File: config.mk
export PLATFORM = sky130hd
export DESIGN_NAME = irq_msg_bridge
export DESIGN_NICKNAME = d
export VERILOG_FILES = /design/src/rtl/irqmsg_pkg.sv /design/src/rtl/irqmsg_regs.sv /design/src/rtl/irqmsg_detect.sv /design/src/rtl/irqmsg_arb.sv /design/src/rtl/irq_msg_bridge.sv
export SDC_FILE = /design/constraint.sdc
export NUM_CORES = 2
export LEC_CHECK = 0
export BUFFER_PORTS_ARGS = -buffer_cell sky130_fd_sc_hd__buf_2
export CAP_MARGIN = 20
export CORE_MARGIN = 1.5
export CORE_UTILIZATION = 25
export CTS_CLUSTER_DIAMETER = 100
export DETAILED_ROUTE_END_ITERATION = 12
export HOLD_SLACK_MARGIN = 0.03
export PLACE_DENSITY = 0.43
export SLEW_MARGIN = 40
export SYNTH_ARGS = -nofsm -noshare
export SYNTH_HDL_FRONTEND = slang
export SYNTH_SLANG_ARGS = --single-unit
File: constraint.sdc
create_clock -name clk -period 169.6 [get_ports clk]
set_clock_uncertainty 0.05 [all_clocks]
set_input_delay 8.48 -clock clk [delete_from_list [all_inputs] [get_ports clk]]
set_output_delay 8.48 -clock clk [all_outputs]
set_load 0.05 [all_outputs]
File: src/rtl/irqmsg_pkg.sv
package irqmsg_pkg;

  // Region codes taken from address bits 9:5.
  localparam logic [4:0] RGN_ID    = 5'd0;
  localparam logic [4:0] RGN_MASK  = 5'd1;
  localparam logic [4:0] RGN_MSGEN = 5'd2;
  localparam logic [4:0] RGN_TRIG  = 5'd3;
  localparam logic [4:0] RGN_CLR   = 5'd4;
  localparam logic [4:0] RGN_AUX0  = 5'd6;
  localparam logic [4:0] RGN_AUX1  = 5'd7;
  localparam logic [4:0] RGN_POL   = 5'd31;

  // Byte-per-line regions taken from address bits 9:8.
  localparam logic [1:0] SEL_ROUTE = 2'b01;
  localparam logic [1:0] SEL_VEC   = 2'b10;

  function automatic logic [31:0] lane_mask(input logic [3:0] be);
    return {{8{be[3]}}, {8{be[2]}}, {8{be[1]}}, {8{be[0]}}};
  endfunction

  function automatic logic [31:0] merge_word(input logic [31:0] old_w,
                                             input logic [31:0] new_w,
                                             input logic [3:0]  be);
    return (old_w & ~lane_mask(be)) | (new_w & lane_mask(be));
  endfunction

endpackage

File: src/rtl/irqmsg_regs.sv
module irqmsg_regs
  import irqmsg_pkg::*;
#(
  parameter int N = 64
) (
  input  logic                clk,
  input  logic                rst_n,
  input  logic                req,
  input  logic                we,
  input  logic [9:0]          addr,
  input  logic [3:0]          be,
  input  logic [31:0]         wdata,
  output logic [31:0]         rdata,
  output logic [N-1:0]        mask_o,
  output logic [N-1:0]        msgen_o,
  output logic [N-1:0]        trig_o,
  output logic [N-1:0]        pol_o,
  output logic [N-1:0]        clr_o,
  output logic [N-1:0][7:0]   route_o,
  output logic [N-1:0][7:0]   vec_o
);
  localparam int NW = N / 32;

  logic [NW-1:0][31:0] mask_q, mask_d, en_q, en_d, trig_q, trig_d;
  logic [NW-1:0][31:0] pol_q, pol_d, aux0_q, aux0_d, aux1_q, aux1_d, clr_w;
  logic [N-1:0][7:0]   route_q, route_d, vec_q, vec_d;
  logic [31:0]         rdata_q, rdata_d;
  logic                wr, rd;
  logic [4:0]          region;
  logic [2:0]          widx;

  assign wr     = req & we;
  assign rd     = req & ~we;
  assign region = addr[9:5];
  assign widx   = addr[4:2];

  // Next-state for the stored registers and the clear pulse.
  always_comb begin
    mask_d  = mask_q;  en_d   = en_q;   trig_d = trig_q;
    pol_d   = pol_q;   aux0_d = aux0_q; aux1_d = aux1_q;
    route_d = route_q; vec_d  = vec_q;
    clr_w   = '0;
    for (int w = 0; w < NW; w++) begin
      if (wr && widx == 3'(w)) begin
        case (region)
          RGN_MASK:  mask_d[w] = merge_word(mask_q[w], wdata, be);
          RGN_MSGEN: en_d[w]   = merge_word(en_q[w],   wdata, be);
          RGN_TRIG:  trig_d[w] = merge_word(trig_q[w], wdata, be);
          RGN_POL:   pol_d[w]  = merge_word(pol_q[w],  wdata, be);
          RGN_AUX0:  aux0_d[w] = merge_word(aux0_q[w], wdata, be);
          RGN_AUX1:  aux1_d[w] = merge_word(aux1_q[w], wdata, be);
          RGN_CLR:   clr_w[w]  = wdata & lane_mask(be);
          default: ;
        endcase
      end
    end
    for (int l = 0; l < N; l++) begin
      if (wr && be[l % 4] && addr[7:2] == 6'(l / 4)) begin
        if (addr[9:8] == SEL_ROUTE) route_d[l] = wdata[8*(l%4) +: 8];
        if (addr[9:8] == SEL_VEC)   vec_d[l]   = wdata[8*(l%4) +: 8];
      end
    end
  end

  // Read multiplexer.
  always_comb begin
    rdata_d = '0;
    if (region == RGN_ID && widx == 3'd1) rdata_d = 32'(N - 1) << 16;
    for (int w = 0; w < NW; w++) begin
      if (widx == 3'(w)) begin
        case (region)
          RGN_MASK:  rdata_d = mask_q[w];
          RGN_MSGEN: rdata_d = en_q[w];
          RGN_TRIG:  rdata_d = trig_q[w];
          RGN_POL:   rdata_d = pol_q[w];
          RGN_AUX0:  rdata_d = aux0_q[w];
          RGN_AUX1:  rdata_d = aux1_q[w];
          default: ;
        endcase
      end
    end
    for (int l = 0; l < N; l++) begin
      if (addr[7:2] == 6'(l / 4)) begin
        if (addr[9:8] == SEL_ROUTE) rdata_d[8*(l%4) +: 8] = route_q[l];
        if (addr[9:8] == SEL_VEC)   rdata_d[8*(l%4) +: 8] = vec_q[l];
      end
    end
  end

  always_ff @(posedge clk or negedge rst_n) begin
    if (!rst_n) begin
      mask_q  <= '1;
      en_q    <= '0;
      trig_q  <= '0;
      pol_q   <= '0;
      aux0_q  <= '0;
      aux1_q  <= '0;
      route_q <= '0;
      for (int l = 0; l < N; l++) vec_q[l] <= 8'(l);
      rdata_q <= '0;
    end else begin
      if (wr) begin
        mask_q  <= mask_d;
        en_q    <= en_d;
        trig_q  <= trig_d;
        pol_q   <= pol_d;
        aux0_q  <= aux0_d;
        aux1_q  <= aux1_d;
        route_q <= route_d;
        vec_q   <= vec_d;
      end
      if (rd) rdata_q <= rdata_d;
    end
  end

  assign rdata   = rdata_q;
  assign mask_o  = mask_q;
  assign msgen_o = en_q;
  assign trig_o  = trig_q;
  assign pol_o   = pol_q;
  assign clr_o   = clr_w;
  assign route_o = route_q;
  assign vec_o   = vec_q;

endmodule

File: src/rtl/irqmsg_detect.sv
module irqmsg_detect #(
  parameter int N = 64
) (
  input  logic         clk,
  input  logic         rst_n,
  input  logic [N-1:0] irq_in,
  input  logic [N-1:0] trig,
  input  logic [N-1:0] pol,
  input  logic [N-1:0] clr,
  input  logic [N-1:0] sent_set,
  output logic [N-1:0] pending,
  output logic [N-1:0] edge_set,
  output logic [N-1:0] latch_o
);
  for (genvar g = 0; g < N; g++) begin : g_line
    logic s1_q, s2_q, prev_q, lat_q, sent_q;
    logic act, lat_d, sent_d;

    always_comb begin
      act         = s2_q ^ pol[g];
      edge_set[g] = trig[g] & act & ~prev_q;
      // A new event outranks a clear that commits in the same cycle.
      lat_d       = edge_set[g] | (lat_q & ~clr[g]);
      sent_d      = ~trig[g] & act & ~clr[g] & (sent_q | sent_set[g]);
      pending[g]  = lat_q | (~trig[g] & act & ~sent_q);
      latch_o[g]  = lat_q;
    end

    always_ff @(posedge clk or negedge rst_n) begin
      if (!rst_n) begin
        s1_q   <= 1'b0;
        s2_q   <= 1'b0;
        prev_q <= 1'b0;
        lat_q  <= 1'b0;
        sent_q <= 1'b0;
      end else begin
        s1_q   <= irq_in[g];
        s2_q   <= s1_q;
        prev_q <= act;
        lat_q  <= lat_d;
        sent_q <= sent_d;
      end
    end
  end

endmodule

File: src/rtl/irqmsg_arb.sv
module irqmsg_arb #(
  parameter int N  = 64,
  parameter int LW = $clog2(N)
) (
  input  logic               clk,
  input  logic               rst_n,
  input  logic [N-1:0]       elig,
  input  logic [N-1:0][7:0]  route_in,
  input  logic [N-1:0][7:0]  vec_in,
  input  logic               ready,
  output logic               valid,
  output logic [7:0]         vector,
  output logic [7:0]         route,
  output logic [LW-1:0]      line_o,
  output logic [N-1:0]       sent_set,
  output logic               load,
  output logic [LW-1:0]      pick
);
  logic          valid_q, valid_d, found;
  logic [LW-1:0] line_q;
  logic [7:0]    vec_q, rt_q;
  logic [N-1:0]  held, cand;

  always_comb begin
    held = '0;
    if (valid_q) held[line_q] = 1'b1;
    cand  = elig & ~held;
    found = 1'b0;
    pick  = '0;
    for (int i = N - 1; i >= 0; i--) begin
      if (cand[i]) begin
        found = 1'b1;
        pick  = LW'(i);
      end
    end
    load     = found & (~valid_q | ready);
    valid_d  = load | (valid_q & ~ready);
    sent_set = (valid_q & ready) ? held : '0;
  end

  always_ff @(posedge clk or negedge rst_n) begin
    if (!rst_n) begin
      valid_q <= 1'b0;
      line_q  <= '0;
      vec_q   <= '0;
      rt_q    <= '0;
    end else begin
      valid_q <= valid_d;
      if (load) begin
        line_q <= pick;
        vec_q  <= vec_in[pick];
        rt_q   <= route_in[pick];
      end
    end
  end

  assign valid  = valid_q;
  assign vector = vec_q;
  assign route  = rt_q;
  assign line_o = line_q;

endmodule

File: src/rtl/irq_msg_bridge.sv
module irq_msg_bridge #(
  parameter int NUM_LINES = 64
) (
  input  logic                 clk,
  input  logic                 rst_n,
  input  logic [NUM_LINES-1:0] irq_in,
  input  logic                 bus_req,
  input  logic                 bus_we,
  input  logic [9:0]           bus_addr,
  input  logic [3:0]           bus_be,
  input  logic [31:0]          bus_wdata,
  output logic [31:0]          bus_rdata,
  output logic                 msg_valid,
  input  logic                 msg_ready,
  output logic [7:0]           msg_vector,
  output logic [7:0]           msg_route
);
  localparam int LW = $clog2(NUM_LINES);

  logic                         rst_m_q, rst_s_q;
  logic [NUM_LINES-1:0]         mask_w, msgen_w, trig_w, pol_w, clr_w;
  logic [NUM_LINES-1:0]         pend_w, eset_w, lat_w, elig_w, sent_w;
  logic [NUM_LINES-1:0][7:0]    route_w, vec_w;
  logic                         load_w;
  logic [LW-1:0]                pick_w, line_w;

  // Reset asserts at once and is released on the clock.
  always_ff @(posedge clk or negedge rst_n) begin
    if (!rst_n) begin
      rst_m_q <= 1'b0;
      rst_s_q <= 1'b0;
    end else begin
      rst_m_q <= 1'b1;
      rst_s_q <= rst_m_q;
    end
  end

  irqmsg_regs #(.N(NUM_LINES)) u_regs (
    .clk(clk), .rst_n(rst_s_q), .req(bus_req), .we(bus_we), .addr(bus_addr),
    .be(bus_be), .wdata(bus_wdata), .rdata(bus_rdata), .mask_o(mask_w),
    .msgen_o(msgen_w), .trig_o(trig_w), .pol_o(pol_w), .clr_o(clr_w),
    .route_o(route_w), .vec_o(vec_w)
  );

  irqmsg_detect #(.N(NUM_LINES)) u_detect (
    .clk(clk), .rst_n(rst_s_q), .irq_in(irq_in), .trig(trig_w), .pol(pol_w),
    .clr(clr_w), .sent_set(sent_w), .pending(pend_w), .edge_set(eset_w),
    .latch_o(lat_w)
  );

  assign elig_w = ~mask_w & msgen_w & pend_w;

  irqmsg_arb #(.N(NUM_LINES), .LW(LW)) u_arb (
    .clk(clk), .rst_n(rst_s_q), .elig(elig_w), .route_in(route_w),
    .vec_in(vec_w), .ready(msg_ready), .valid(msg_valid), .vector(msg_vector),
    .route(msg_route), .line_o(line_w), .sent_set(sent_w), .load(load_w),
    .pick(pick_w)
  );

endmodule

# [Word level (Yosys, flattened, before mapping)]
# Cells that the tools add are included.
[totals] reg_bits=1785 in_bits=115 out_inout_bits=49 elab_cells=2047
[classes] order_cmp=3 n_eq_ne=25 muxes=336 bitwise=1001 n_reduce_logical=215
[op_table] cell="two-way mux 8 bit" n=194
[op_table] cell="AND 1 bit" n=453
[op_table] cell="AND reduction 3 bit" n=140
[op_table] cell="AND 32 bit" n=13
[op_table] cell="two-way mux 6 bit" n=64
[op_table] cell="OR 32 bit" n=12
[op_table] cell="one-hot mux 32 bit (6 select lines)" n=2
[op_table] cell="NOT 1 bit" n=259
[op_table] cell="OR 1 bit" n=194
[op_table] cell="AND 64 bit" n=3
[op_table] cell="two-way mux 32 bit" n=5
[op_table] cell="two-way mux 64 bit" n=2
[op_table] cell="NOT 64 bit" n=2
[op_table] cell="binary-select mux 8 bit (select 6 bit)" n=2
[op_table] cell="logical AND 1 bit" n=72
[op_table] cell="two-way mux 1 bit" n=65
[op_table] cell="bitwise XOR 1 bit" n=64
[op_table] cell="== test 6 x 4 -> 1 bit, second input constant" n=8
[op_table] cell="NOT 32 bit" n=1
[op_table] cell="== test 6 x 3 -> 1 bit, second input constant" n=4
[op_table] cell="two-way mux 22 bit" n=1
[op_table] cell="== test 5 x 3 -> 1 bit, second input constant" n=3
[op_table] cell="< comparator 6 x 7 -> 1 bit, second input constant" n=2
[op_table] cell="== test 6 x 2 -> 1 bit, second input constant" n=2
[op_table] cell="other kinds (12)" n=13

# [Depth between registers and ports, before layout]
[logic_depth] word_depth=73 ltp_mapped=20 depth_no_buf=13

# [Hierarchy]
# From an unflattened synthesis, not the netlist that was laid out.
[unflattened] hier_cells=8625 hier_area_um2=92279.8
[modules_own_cells] module="irqmsg_regs" n_inst=1 cells_each=5444 area_each_um2=67657.4 seq_area_each_um2=36354.9
[modules_own_cells] module="irqmsg_arb" n_inst=1 cells_each=2154 area_each_um2=12236.7 seq_area_each_um2=575.6
[modules_own_cells] module="irqmsg_detect" n_inst=1 cells_each=960 area_each_um2=11771.3 seq_area_each_um2=8007.7
[modules_own_cells] module="irq_msg_bridge" n_inst=1 cells_each=67 area_each_um2=614.3 seq_area_each_um2=50.0

# [Least setup slack after synthesis]
# No wires, ideal clock.
[synth_timing] path_kind="input -> register" startpoint="input port bus_addr[9]" endpoint="register u_regs.rdata_q[21], in the netlist u_regs.rdata[21]" setup_ns=0.082 t_arrival_ns=11.606 required_ns=169.468 slack_ns=157.862 stages=15 n_path_buf=10 path_cell_list="clkbuf_1 -> nor2b_1 -> clkbuf_1 -> clkbuf_1 -> clkbuf_1 -> buf_2 -> buf_1 -> clkbuf_1 -> buf_1 -> buf_2 -> buf_1 -> nand2_1 -> a31oi_1 -> nand2_1 -> a31oi_1"
[synth_between] elab_chain_cells=55 word_cells_on_any_way=63 classes_between="eq/ne: 8; mux: 53; reduce/logical: 2"
[synth_lines] item="start, declared" line="irq_msg_bridge.sv:9" source="input logic [9:0] bus_addr,"
[synth_lines] item="logical NOT 5 bit" line="irqmsg_regs.sv:68" source="if (region == RGN_ID && widx == 3'd1) rdata_d = 32'(N - 1) << 16;"
[synth_lines] item="logical AND 1 bit" line="irqmsg_regs.sv:68"
[synth_lines] item="two-way mux 22 bit" line="irqmsg_regs.sv:68"
[synth_lines] item="one-hot mux 32 bit (6 select lines)" line="irqmsg_regs.sv:71" source="case (region)"
[synth_lines] item="two-way mux 32 bit" line="irqmsg_regs.sv:70" source="if (widx == 3'(w)) begin"
[synth_lines] item="one-hot mux 32 bit (6 select lines)" line="irqmsg_regs.sv:71"
[synth_lines] item="two-way mux 32 bit" line="irqmsg_regs.sv:70"
[synth_lines] item="two-way mux 8 bit" line="irqmsg_regs.sv:84" source="if (addr[9:8] == SEL_ROUTE) rdata_d[8*(l%4) +: 8] = route_q[l];"
[synth_lines] item="[39 not listed]"
[synth_lines] item="two-way mux 8 bit" line="irqmsg_regs.sv:85" source="if (addr[9:8] == SEL_VEC) rdata_d[8*(l%4) +: 8] = vec_q[l];"
[synth_lines] item="two-way mux 8 bit" line="irqmsg_regs.sv:83" source="if (addr[7:2] == 6'(l / 4)) begin"
[synth_lines] item="two-way mux 8 bit" line="irqmsg_regs.sv:84"
[synth_lines] item="two-way mux 8 bit" line="irqmsg_regs.sv:85"
[synth_lines] item="two-way mux 8 bit" line="irqmsg_regs.sv:83"
[synth_lines] item="two-way mux 8 bit" line="irqmsg_regs.sv:84"
[synth_lines] item="two-way mux 8 bit" line="irqmsg_regs.sv:85"
[synth_lines] item="two-way mux 8 bit *" line="irqmsg_regs.sv:83"
[synth_lines] item="end signal, assigned" line="irqmsg_regs.sv:112" source="if (rd) rdata_q <= rdata_d;"
[synth_lines] item="end, declared" line="irqmsg_regs.sv:27" source="logic [31:0] rdata_q, rdata_d;"
# Every way passes the cells marked *; elsewhere a longest branch is shown, timed or not.
# A chain may end at the register's enable or synchronous reset.

# [Worst setup path after layout]
[layout_timing] startpoint="input port bus_addr[8]" endpoint="register u_regs.rdata_q[4], in the netlist u_regs.rdata[4]"
[layout_between] elab_chain_cells=53 word_cells_on_any_way=60 classes_between="eq/ne: 8; mux: 52"
[layout_lines] item="== test 5 x 3 -> 1 bit (tied with other cells)" line="irqmsg_regs.sv:71"
[layout_lines] item="one-hot mux 32 bit (6 select lines)" line="irqmsg_regs.sv:71"
[layout_lines] item="two-way mux 32 bit" line="irqmsg_regs.sv:70"
[layout_lines] item="one-hot mux 32 bit (6 select lines)" line="irqmsg_regs.sv:71"
[layout_lines] item="two-way mux 32 bit" line="irqmsg_regs.sv:70"
[layout_lines] item="two-way mux 8 bit" line="irqmsg_regs.sv:84"
[layout_lines] item="two-way mux 8 bit" line="irqmsg_regs.sv:85"
[layout_lines] item="two-way mux 8 bit" line="irqmsg_regs.sv:83"
[layout_lines] item="[37 not listed]"
[layout_lines] item="two-way mux 8 bit" line="irqmsg_regs.sv:85"
[layout_lines] item="two-way mux 8 bit" line="irqmsg_regs.sv:83"
[layout_lines] item="two-way mux 8 bit" line="irqmsg_regs.sv:84"
[layout_lines] item="two-way mux 8 bit" line="irqmsg_regs.sv:85"
[layout_lines] item="two-way mux 8 bit" line="irqmsg_regs.sv:83"
[layout_lines] item="two-way mux 8 bit" line="irqmsg_regs.sv:84"
[layout_lines] item="two-way mux 8 bit" line="irqmsg_regs.sv:85"
[layout_lines] item="two-way mux 8 bit *" line="irqmsg_regs.sv:83"
# Marks and branches as above.

==> impl_metrics.py <==
metrics = {
    "outcome": {
        "status": "finished, final reports clean",
    },
    "sta": {
        "slew_headroom": 0.3121,
        "maxSlewViolCount": 0,
        "post-route-period-util": 0.08416,
        "setup_viol_count_final": 0,
        "finalCriticalPeriod_ns": 14.27,
        "rsz0062_at_grt": "no",
        "hold_viol_final": 0,
        "fmax_mhz": 70.06,
        "tightest_slew_ns": 1.030,
        "fin_tns_setup_ns": 0,
    },
    "min_path": {
        "hp-class": "reg2async",
    },
    "cells_and_area": {
        "final_nets": 8090,
        "fin_area_sq_mm": 0.1039,
        "syn_to_final_growth_pct": 15.36,
        "layout.cells.non_filler": 12940,
        "drive_above_1_share": 0.3217,
    },
    "floorplan": {
        "core-area_sq_mm": 0.3589,
        "ios": 164,
        "dieArea_sq_mm": 0.3639,
        "row_count": 220,
        "start_util": 0.2509,
        "die_h_um": 603.2,
        "dieWidth_um": 603.2,
    },
    "pwr": {
        "vdd_drop_max_mv": 0.008393,
        "p_leak_nw": 44.50,
        "power_density_mw_per_mm2": 11.17,
    },
    "critical_path": {
        "path_class": "in2reg",
        "cp_num_cells": 14,
        "rr_startpoint": "u_arb.line_o[0]$_DFFE_PN0P_",
        "end_kind": "flop",
        "critPathMostFrequentCell": "buf_4",
        "crit_start": "bus_addr[8]",
        "startpoint_type": "input pin",
        "slowest_delay_ns": 0.77,
        "r2r_slack_ns": 161.18,
        "crit_slowest_cell": "buf_4",
        "path_max_fanout": 62,
        "ff2ff_path_depth": 15,
        "r2r_end": "u_arb.route[5]$_DFFE_PN0P_",
        "worst_ep_arrival_time_ns": 15.03,
        "crit_chain": "buf_2 -> nor2b_4 -> buf_4 -> buf_4 -> buf_4 -> buf_4 -> a22oi_1 -> o22ai_1 -> a211oi_1 -> a31oi_1 -> o21ai_0 -> a32oi_1 -> o21ai_0 -> nand2_1",
        "endpoint": "u_regs.rdata[4]$_DFFE_PN0P_",
        "cp_top_family": "buffers and inverters",
        "cp.required_ns": 170.36,
        "crit_buf_inv": 5,
    },
    "cts": {
        "cts_buffer_depth": 4,
        "cts_sinks": 1785,
        "postCtsHoldBufs": 0,
        "cts_root_buf": "clkbuf_16",
        "cts_resized": 0,
        "cts-buffers-inserted": 211,
        "path_clk_slew_ns": 0.06,
        "cts_tree": "yes",
        "htree_levels": 4,
        "clock_latency_ns": 0.96,
        "postCtsSetupRepairBufs": 0,
    },
    "drt": {
        "via_per_inst": 5.701,
        "wl_per_cell_um": 33.77,
        "vias": 73750,
        "initialDrtViolationCount": 8584,
        "drt_first_pass_iters": 7,
        "routed_wl_um": 436800,
        "postRouteAntennaNets": 0,
        "route.detailed.drc": 0,
    },
    "synthesis": {
        "ys_seq_elements": 1785,
        "synth_nets": 8190,
        "synth_top_area_cell": "dfrtp_1",
        "yosys.area_share.adder": 0,
        "synthMuxAreaShare": 0.1988,
        "synth-compound-area-share": 0.1894,
        "synth_top_area_share": 0.4248,
        "yosys.area_share.simple": 0.06694,
        "synth_edf_count": 0,
        "synth_cell_types": 97,
        "synthCells": 8075,
        "synth_warnings": 0,
        "synth-xor-area-share": 0.006223,
        "ys_top_cells_by_area": "dfrtp_1 (42%), mux2_2 (18%), dfstp_2 (7.5%)",
        "synthFlopType": "dfrtp_1",
        "synth_area_sq_mm": 0.09007,
        "synth_top_family_by_area": "multiplexers",
        "syn_area_per_cell_sq_um": 11.15,
        "yosysSeqAreaShare": 0.4995,
        "async_flop_share": 1.000,
    },
    "place": {
        "hpwlAfterDp_um": 305300,
        "place_area_sq_mm": 0.09645,
        "port_buffers": 161,
        "dp.cells": 12530,
        "gp_congestion": 0.9419,
    },
    "flow_run": {
        "maxCapViolations": 0,
    },
    "grt": {
        "grt_pass1_wl_um": 601000,
        "grtUsageTotal": 0.2326,
        "antenna_found_initial": 30,
        "grt-ovfl-total": 0,
        "grt_max_degree": 137,
        "grt_pass1_vias": 72750,
    },
}
## stage by stage
stage          hold WS (ns)  utilization  setup slack [ns]  total power [W]
2_1_floorplan        0.2812            -            116.56        0.0005707
3_3_place_gp         0.2820       0.2672            154.48        0.0006767
3_5_place_dp         0.2847       0.2687            154.74        0.0006794
4_1_cts              0.2922       0.2888            155.69         0.001162
5_1_grt              0.1891       0.2894            155.35         0.001190
6_report             0.1585       0.2895            155.33         0.001161
## cells by family after synthesis
| family | count (synthesis) |
|---|---|
| flip-flops | 1785 |
| XOR/XNOR | 64 |
| buffers and inverters | 878 |
| multiplexers | 1605 |
| other | 1 |
| AND/OR/NAND/NOR | 1305 |
| AO/OA/AOI/OAI | 2437 |
## synth_stat cells (58+ instances only)
cell type	count
dfrtp_1	1529
mux2_2	1470
nand2_1	659
a22oi_1	560
clkbuf_1	474
a21oi_1	377
o22ai_1	281
o21ai_0	272
dfstp_2	256
inv_1	173
nor2_1	171
a31oi_1	138
mux2i_1	135
o221ai_1	131
nand3_1	129
buf_2	103
buf_1	97
o211ai_1	74
nor3_1	72
o31ai_1	68
a32o_1	67
a211oi_1	58
## layout by cell type, fill, tap and decap left out, types with 55 or more instances in the layout
cell type,count
nor2_1,152
o211ai_1,74
mux2_2,1470
o22ai_1,281
a211oi_1,58
mux2i_1,135
inv_1,172
a22oi_1,560
dfrtp_1,1527
o21ai_0,267
buf_2,160
a21oi_1,376
a32o_1,67
clkbuf_16,216
a31oi_1,137
clkbuf_8,55
buf_4,169
nand3_1,127
o221ai_1,130
o31ai_1,59
nor3_1,63
dfstp_2,256
nand2_1,648
## cell type report
class	count	area, sq um
antenna	10	25.02
clock buffer	323	6357
clock inverter	68	874.6
fill	37180	255000
inverter	175	656.9
multi-input combinational	5412	42040
sequential	1785	44990
tap	4773	5972
timing repair buffer	390	2989
## how the worst min path moves through the flow
stage	start	end	slack [ns]	cells past startpoint
6_report	rst_s_q$_DFF_PN0_	u_detect.g_line[19].s1_q$_DFF_PN0_	0.16	0
5_1_grt	rst_s_q$_DFF_PN0_	u_detect.g_line[19].s1_q$_DFF_PN0_	0.19	0
4_1_cts	u_detect.g_line[39].s1_q$_DFF_PN0_	u_detect.g_line[39].s2_q$_DFF_PN0_	0.29	0
3_5_place_dp	u_detect.g_line[56].s1_q$_DFF_PN0_	u_detect.g_line[56].s2_q$_DFF_PN0_	0.28	0
3_3_place_gp	u_detect.g_line[10].s1_q$_DFF_PN0_	u_detect.g_line[10].s2_q$_DFF_PN0_	0.28	0
2_1_floorplan	rst_m_q$_DFF_PN0_	rst_s_q$_DFF_PN0_	0.28	0
## worst reg2reg max path, cell delays in order (launching register included)
cell	delay (ns)
dfrtp_1	0.81
nand4b_1	0.97
o221ai_1	1.05
nand2b_1	0.19
o211a_1	0.35
a221o_1	0.29
o21ai_4	0.07
buf_4	0.28
nand2_4	0.52
buf_12	0.58
buf_4	0.91
mux2i_1	0.69
o211ai_1	0.15
a21oi_1	0.45
o41a_1	0.52
o31ai_1	0.25
## layer usage
metal  vias to the layer above  wire (um)  global-route usage  share of wire
met3                       851      29870             0.03699          0.068
met4                        16      29550              0.1348          0.068
li1                      30370          -                   -              -
met1                     39000     181800              0.3046           0.42
met2                      3523     195500              0.3633           0.45
met5                         -        115                   0        0.00026
## report_power, final
group | internal, W | switching [W] | total [W]
clock | 0.000284 | 0.000197 | 0.000481
combinational | 0.0000557 | 0.000172 | 0.000228
sequential | 0.000439 | 0.0000137 | 0.000452
(Power assumes the default switching activity.)
